### config.mk
export PLATFORM = sky130hd
export DESIGN_NAME = sj_audio_port
export DESIGN_NICKNAME = d
export VERILOG_FILES = /design/src/rtl/sj_pkg.sv /design/src/rtl/sj_edge.sv /design/src/rtl/sj_rx.sv /design/src/rtl/sj_tx.sv /design/src/rtl/sj_audio_port.sv
export SDC_FILE = /design/constraint.sdc
export NUM_CORES = 1
export LEC_CHECK = 0
export ABC_CLOCK_PERIOD_IN_PS = 2500
export BUFFER_PORTS_ARGS = -buffer_cell sky130_fd_sc_hd__buf_2
export CAP_MARGIN = 20
export CORE_ASPECT_RATIO = 1.25
export CORE_UTILIZATION = 50
export CTS_CLUSTER_DIAMETER = 30
export DETAILED_ROUTE_END_ITERATION = 12
export PLACE_DENSITY = 0.75
export SETUP_SLACK_MARGIN = 0.15
export SLEW_MARGIN = 10
export SYNTH_ARGS = -nofsm -noshare
export SYNTH_HDL_FRONTEND = slang
export SYNTH_SLANG_ARGS = --single-unit
### constraint.sdc
create_clock -name clk -period 2.5 [get_ports clk]
set_clock_uncertainty 0.05 [all_clocks]
set_input_delay 0.25 -clock clk [delete_from_list [all_inputs] [get_ports clk]]
set_output_delay 0.25 -clock clk [all_outputs]
set_load 0.05 [all_outputs]
### src/rtl/sj_pkg.sv
package sj_pkg;

    parameter int unsigned SJ_WORD_W = 16;

    // Per-cycle events seen on the oversampled serial lines
    typedef struct packed {
        logic bit_rise;
        logic bit_fall;
        logic frame_edge;
        logic left_half;
        logic data;
    } sj_evt_t;

    typedef struct packed {
        logic bclk;
        logic fclk;
        logic sdin;
    } sj_lines_t;

    function automatic sj_evt_t sj_decode(input sj_lines_t now, input sj_lines_t prev);
        sj_evt_t e;
        e.bit_rise   = now.bclk & ~prev.bclk;
        e.bit_fall   = ~now.bclk & prev.bclk;
        e.frame_edge = now.fclk ^ prev.fclk;
        e.left_half  = now.fclk;
        e.data       = now.sdin;
        return e;
    endfunction

endpackage

### src/rtl/sj_edge.sv
module sj_edge
    import sj_pkg::*;
(
    input  logic    clk,
    input  logic    rst,
    input  logic    bclk_i,
    input  logic    fclk_i,
    input  logic    sdin_i,
    output sj_evt_t ev_o
);
    sj_lines_t cur_q, old_q;

    always_ff @(posedge clk) begin
        if (rst) begin
            cur_q <= '0;
            old_q <= '0;
        end else begin
            cur_q <= '{bclk: bclk_i, fclk: fclk_i, sdin: sdin_i};
            old_q <= cur_q;
        end
    end

    assign ev_o = sj_decode(cur_q, old_q);
endmodule

### src/rtl/sj_rx.sv
module sj_rx
    import sj_pkg::*;
#(
    parameter int W  = SJ_WORD_W,
    localparam int CW = $clog2(W + 1)
) (
    input  logic          clk,
    input  logic          rst,
    input  sj_evt_t       ev_i,
    output logic [W-1:0]  left_o,
    output logic [W-1:0]  right_o,
    output logic          valid_o,
    output logic [CW-1:0] bits_o
);
    logic [W-1:0]  shift_q, left_q;
    logic [W-1:0]  shift_nx;
    logic [CW-1:0] cnt_q;
    logic          left_ok_q;

    assign shift_nx = {shift_q[W-2:0], ev_i.data};
    assign bits_o   = cnt_q;

    always_ff @(posedge clk) begin
        if (rst) begin
            shift_q   <= '0;
            left_q    <= '0;
            cnt_q     <= '0;
            left_ok_q <= 1'b0;
            left_o    <= '0;
            right_o   <= '0;
            valid_o   <= 1'b0;
        end else begin
            valid_o <= 1'b0;
            if (ev_i.frame_edge) begin
                // restart; any partial word is dropped
                if (ev_i.left_half) left_ok_q <= 1'b0;
                if (ev_i.bit_rise) begin
                    shift_q <= shift_nx;
                    cnt_q   <= CW'(1);
                end else begin
                    cnt_q   <= '0;
                end
            end else if (ev_i.bit_rise && cnt_q < CW'(W)) begin
                shift_q <= shift_nx;
                cnt_q   <= cnt_q + 1'b1;
                if (cnt_q == CW'(W - 1)) begin
                    if (ev_i.left_half) begin
                        left_q    <= shift_nx;
                        left_ok_q <= 1'b1;
                    end else if (left_ok_q) begin
                        left_o    <= left_q;
                        right_o   <= shift_nx;
                        valid_o   <= 1'b1;
                        left_ok_q <= 1'b0;
                    end
                end
            end
        end
    end
endmodule

### src/rtl/sj_tx.sv
module sj_tx
    import sj_pkg::*;
#(
    parameter int W = SJ_WORD_W
) (
    input  logic         clk,
    input  logic         rst,
    input  sj_evt_t      ev_i,
    input  logic         force_i,
    input  logic [W-1:0] left_i,
    input  logic [W-1:0] right_i,
    output logic         sd_o
);
    logic [W-1:0] shift_q, hold_q;

    always_ff @(posedge clk) begin
        if (rst) begin
            shift_q <= '0;
            hold_q  <= '0;
            sd_o    <= 1'b0;
        end else begin
            if (ev_i.frame_edge) begin
                // load wins over a coincident falling edge
                if (ev_i.left_half) begin
                    shift_q <= force_i ? '0 : left_i;
                    hold_q  <= right_i;
                end else begin
                    shift_q <= force_i ? '0 : hold_q;
                end
            end else if (ev_i.bit_fall) begin
                shift_q <= {shift_q[W-2:0], 1'b0};
            end
            sd_o <= force_i ? 1'b0 : shift_q[W-1];
        end
    end
endmodule

### src/rtl/sj_audio_port.sv
module sj_audio_port
    import sj_pkg::*;
#(
    parameter int W  = SJ_WORD_W,
    localparam int CW = $clog2(W + 1)
) (
    input  logic         clk,
    input  logic         rst,
    input  logic         bclk_i,
    input  logic         fclk_i,
    input  logic         sdin_i,
    output logic         sdout_o,
    input  logic         force_zero_i,
    input  logic [W-1:0] adc_left_i,
    input  logic [W-1:0] adc_right_i,
    output logic [W-1:0] dac_left_o,
    output logic [W-1:0] dac_right_o,
    output logic         dac_valid_o
);
    sj_evt_t       ev;
    logic [CW-1:0] rx_bits;

    sj_edge u_edge (
        .clk    (clk),
        .rst    (rst),
        .bclk_i (bclk_i),
        .fclk_i (fclk_i),
        .sdin_i (sdin_i),
        .ev_o   (ev)
    );

    sj_rx #(.W(W)) u_rx (
        .clk     (clk),
        .rst     (rst),
        .ev_i    (ev),
        .left_o  (dac_left_o),
        .right_o (dac_right_o),
        .valid_o (dac_valid_o),
        .bits_o  (rx_bits)
    );

    sj_tx #(.W(W)) u_tx (
        .clk     (clk),
        .rst     (rst),
        .ev_i    (ev),
        .force_i (force_zero_i),
        .left_i  (adc_left_i),
        .right_i (adc_right_i),
        .sd_o    (sdout_o)
    );
endmodule

==> impl_metrics.ini <==
[timing]
fin_crit_ns = 2.08
fin_tns_setup_ns = 0
finalHoldViolCount = 0
clock.fmax_mhz = 481
rsz0062_at_grt = no
period_share = 0.832
maxSlewViolCount = 0
setup_viol = 0
max_slew_margin = 0.519
worstMarginPinSlew_ns = 0.722

[worst_setup_path]
crit_path_end_kind = register
endpoint = u_rx.right_o[12]
arrival_ns = 2.30
ff2ff_path_depth = 6
crit_chain = ha_1 -> and3_1 -> ha_1 -> and4bb_4 -> and3_4 -> mux2i_1
slowest_delay_ns = 0.55
crit_path_frequent_cell = ha_1
path_class = reg -> reg
r2r_end = u_rx.right_o[12]
reg2reg_from = u_rx.bits_o[0]
cp-startpoint = u_rx.bits_o[0]
cp_max_fo = 30
crit_slowest_cell = and3_4
cp-start-kind = register
cp.required_ns = 2.72
ff2ff_setup_slack_ns = 0.42

[yosys]
avgSynthCellArea_um2 = 10.2
synth_top_family_by_area = simple AND/OR/NAND/NOR gates
synth_seq_cells = 108
synthCells = 465
synth_top_area_frac = 0.458
synth_xor_area_frac = 0.00185
synth_area_leaders = dfxtp_1, mux2i_1, nand2b_1, mux2_2, a21oi_1
ys_warn_count = 0
synthAdderAreaFrac = 0.0159
synthMuxAreaShare = 0.176
synthSimpleGateAreaFrac = 0.201
yosys.cell_types.count = 39
synth_top_cell_by_area = dfxtp_1
syn_nets = 509
synth_compound_area_frac = 0.0911
synth_area_um2 = 4720
synth_seq_area_share = 0.458

[layout]
layout_common_cells = dfxtp_1, buf_2, nand2b_1, mux2i_1, a21oi_1
drive_gt1_frac = 0.243
n_antenna_cell = 0
area_delta_synth_final_pct = 13.4
fin_area_um2 = 5360
nNetsFinal = 562
final_common_cell = dfxtp_1

[power]
swShare = 0.235
power.density_nw_per_um2 = 657
p_clk_frac = 0.411
power_frac_comb = 0.081
p_switching_uw = 827
leakage_nw = 2.14
ir_worst_vdd_v = 0.000396
p_seq_frac = 0.507
p_int_mw = 2.69

[cts]
insertion_delay_ns = 0.35
htreeDepth = 3
postCtsSetupRepairBufs = 0
cts_root_buf = clkbuf_16
cts_buffer_depth = 2
cts_tree = built
cts.sinks = 108
clk_pin_slew_worst_paths_ns = 0.07
postCtsHoldBufs = 0
post_cts_resized = 0
cts_made_buffers = 9

[global_route]
antenna_found_initial = 0
grt_max_degree = 86
grt_first_pass_wirelength_mm = 14.9
first_global_vias = 3353
grt-ovfl-total = 0
grt_use_total = 0.193

[route]
drtIter0Drc = 106
drc = 0
finalWirelength_mm = 8.65
post_drt_wl_per_cell_um = 13.4
drt_first_pass_iters = 4
vias = 3411
drtAntennaViolNets = 0
routed_via_density = 5.28

[hold_path]
hold_path_class = in -> reg

[job]
drv_cap = 0

[placed_design]
dpl_cell_area_um2 = 5050
place.gp.congestion = 0.805
portBuffers = 71
post-dp-hpwl_mm = 5.73

[outcome]
status = finished, final reports clean

[floorplan]
dieArea_um2 = 9840
io_pins = 72
fp.dieW_um = 88.9
die_y_um = 111
initial_core_util = 0.515
rows = 39
fp.coreArea_um2 = 9170
metrics by stage:
| stage | util | worst slack, ns | power (mW) | instances | hold WS, ns |
|---|---|---|---|---|---|
| after CTS | 0.584 | 0.396 | 3.56 | 646 | 0.0134 |
| after floorplan | - | 0.490 | 2.05 | 465 | 0.276 |
| after global placement | 0.550 | 0.517 | 2.10 | 630 | 0.398 |
| after detailed placement | 0.550 | 0.409 | 2.11 | 630 | 0.391 |
| after global routing | 0.584 | 0.291 | 3.66 | 646 | 0.0114 |
| final | 0.584 | 0.420 | 3.52 | 646 | 0.0266 |
layer usage:
metal / vias up / GRT usage / share of wire
li1: 1707 / - / -
met1: 1619 / 0.232 / 0.45
met2: 68 / 0.317 / 0.49
met3: 17 / 0.0573 / 0.036
met4: 0 / 0.0815 / 0.022
met5: - / 0 / 0
power by group through the flow:
| stage | Sequential [mW] | Combinational [mW] | Clock [mW] |
|---|---|---|---|
| after floorplan | 1.82 | 0.226 | 0 |
| after global routing | 1.79 | 0.316 | 1.56 |
| final | 1.79 | 0.286 | 1.45 |
| after detailed placement | 1.83 | 0.287 | 0 |
| after CTS | 1.79 | 0.288 | 1.49 |
| after global placement | 1.82 | 0.278 | 0 |
state kept, by name, summed over array words and instances, names as in the netlist:
| register | flops |
|---|---|
| u_rx.valid_o | 1 |
| u_edge.ev_o | 2 |
| u_edge.cur_q | 1 |
| u_rx.right_o | 16 |
| u_rx.shift_q | 15 |
| u_rx.left_ok_q | 1 |
| u_edge.old_q | 2 |
| u_tx.shift_q | 16 |
| u_tx.hold_q | 16 |
| u_rx.left_o | 16 |
| u_rx.left_q | 16 |
| u_rx.bits_o | 5 |
| u_tx.sd_o | 1 |
worst min-delay path by stage:
stage	cells after the start	to	from	slack (ns)
2_1_floorplan	1	u_tx.sd_o	force_zero_i	0.28
3_3_place_gp	2	u_tx.sd_o	force_zero_i	0.40
3_5_place_dp	2	u_tx.sd_o	force_zero_i	0.39
4_1_cts	2	u_tx.sd_o	force_zero_i	0.01
5_1_grt	2	u_tx.sd_o	force_zero_i	0.01
6_report	2	u_tx.sd_o	force_zero_i	0.03
cells in the mapped netlist:
library cell / n
dfxtp_1: 108
nand2b_1: 67
mux2i_1: 65
a21oi_1: 32
nor2b_1: 21
nor2_1: 19
nand3_1: 17
nor3_1: 17
o21ai_0: 17
mux2_2: 16
buf_2: 15
clkbuf_1: 12
a211oi_2: 10
ha_1: 6
a211oi_1: 5
buf_6: 5
buf_12: 3
inv_1: 3
and2b_1: 2
clkbuf_2: 2
nand2_1: 2
nand3b_1: 2
o31ai_1: 2
or3_1: 2
and2_1: 1
and3_1: 1
and3_4: 1
and4_1: 1
and4bb_2: 1
and4bb_4: 1
buf_4: 1
nand2_2: 1
nor3b_1: 1
nor4b_1: 1
nor4bb_1: 1
o211ai_1: 1
or2_1: 1
or3b_2: 1
xnor2_1: 1
kinds of logic after synthesis:
family | after synthesis
flops | 108
buf+inv | 41
fa+ha+maj | 6
mux | 81
compound gates | 67
simple gates | 161
xor+xnor | 1
layout make-up:
type,count,area [um^2]
fillers,835,3820
multi-input cells,316,2300
flip-flops and latches,108,2160
repair buffers,80,425
clock buffers,9,225
well taps,123,154
clock inverters,7,81.3
inverters,3,11.3
worst max-delay path, delay by kind of cell, from the launching register on:
kind | cells | cell delay (ns)
and+or+nand+nor | 3 | 0.99
DFF | 1 | 0.38
adders and majority gates | 2 | 0.32
muxes | 1 | 0.26
Note: power is estimated with default switching activity, not from simulation.
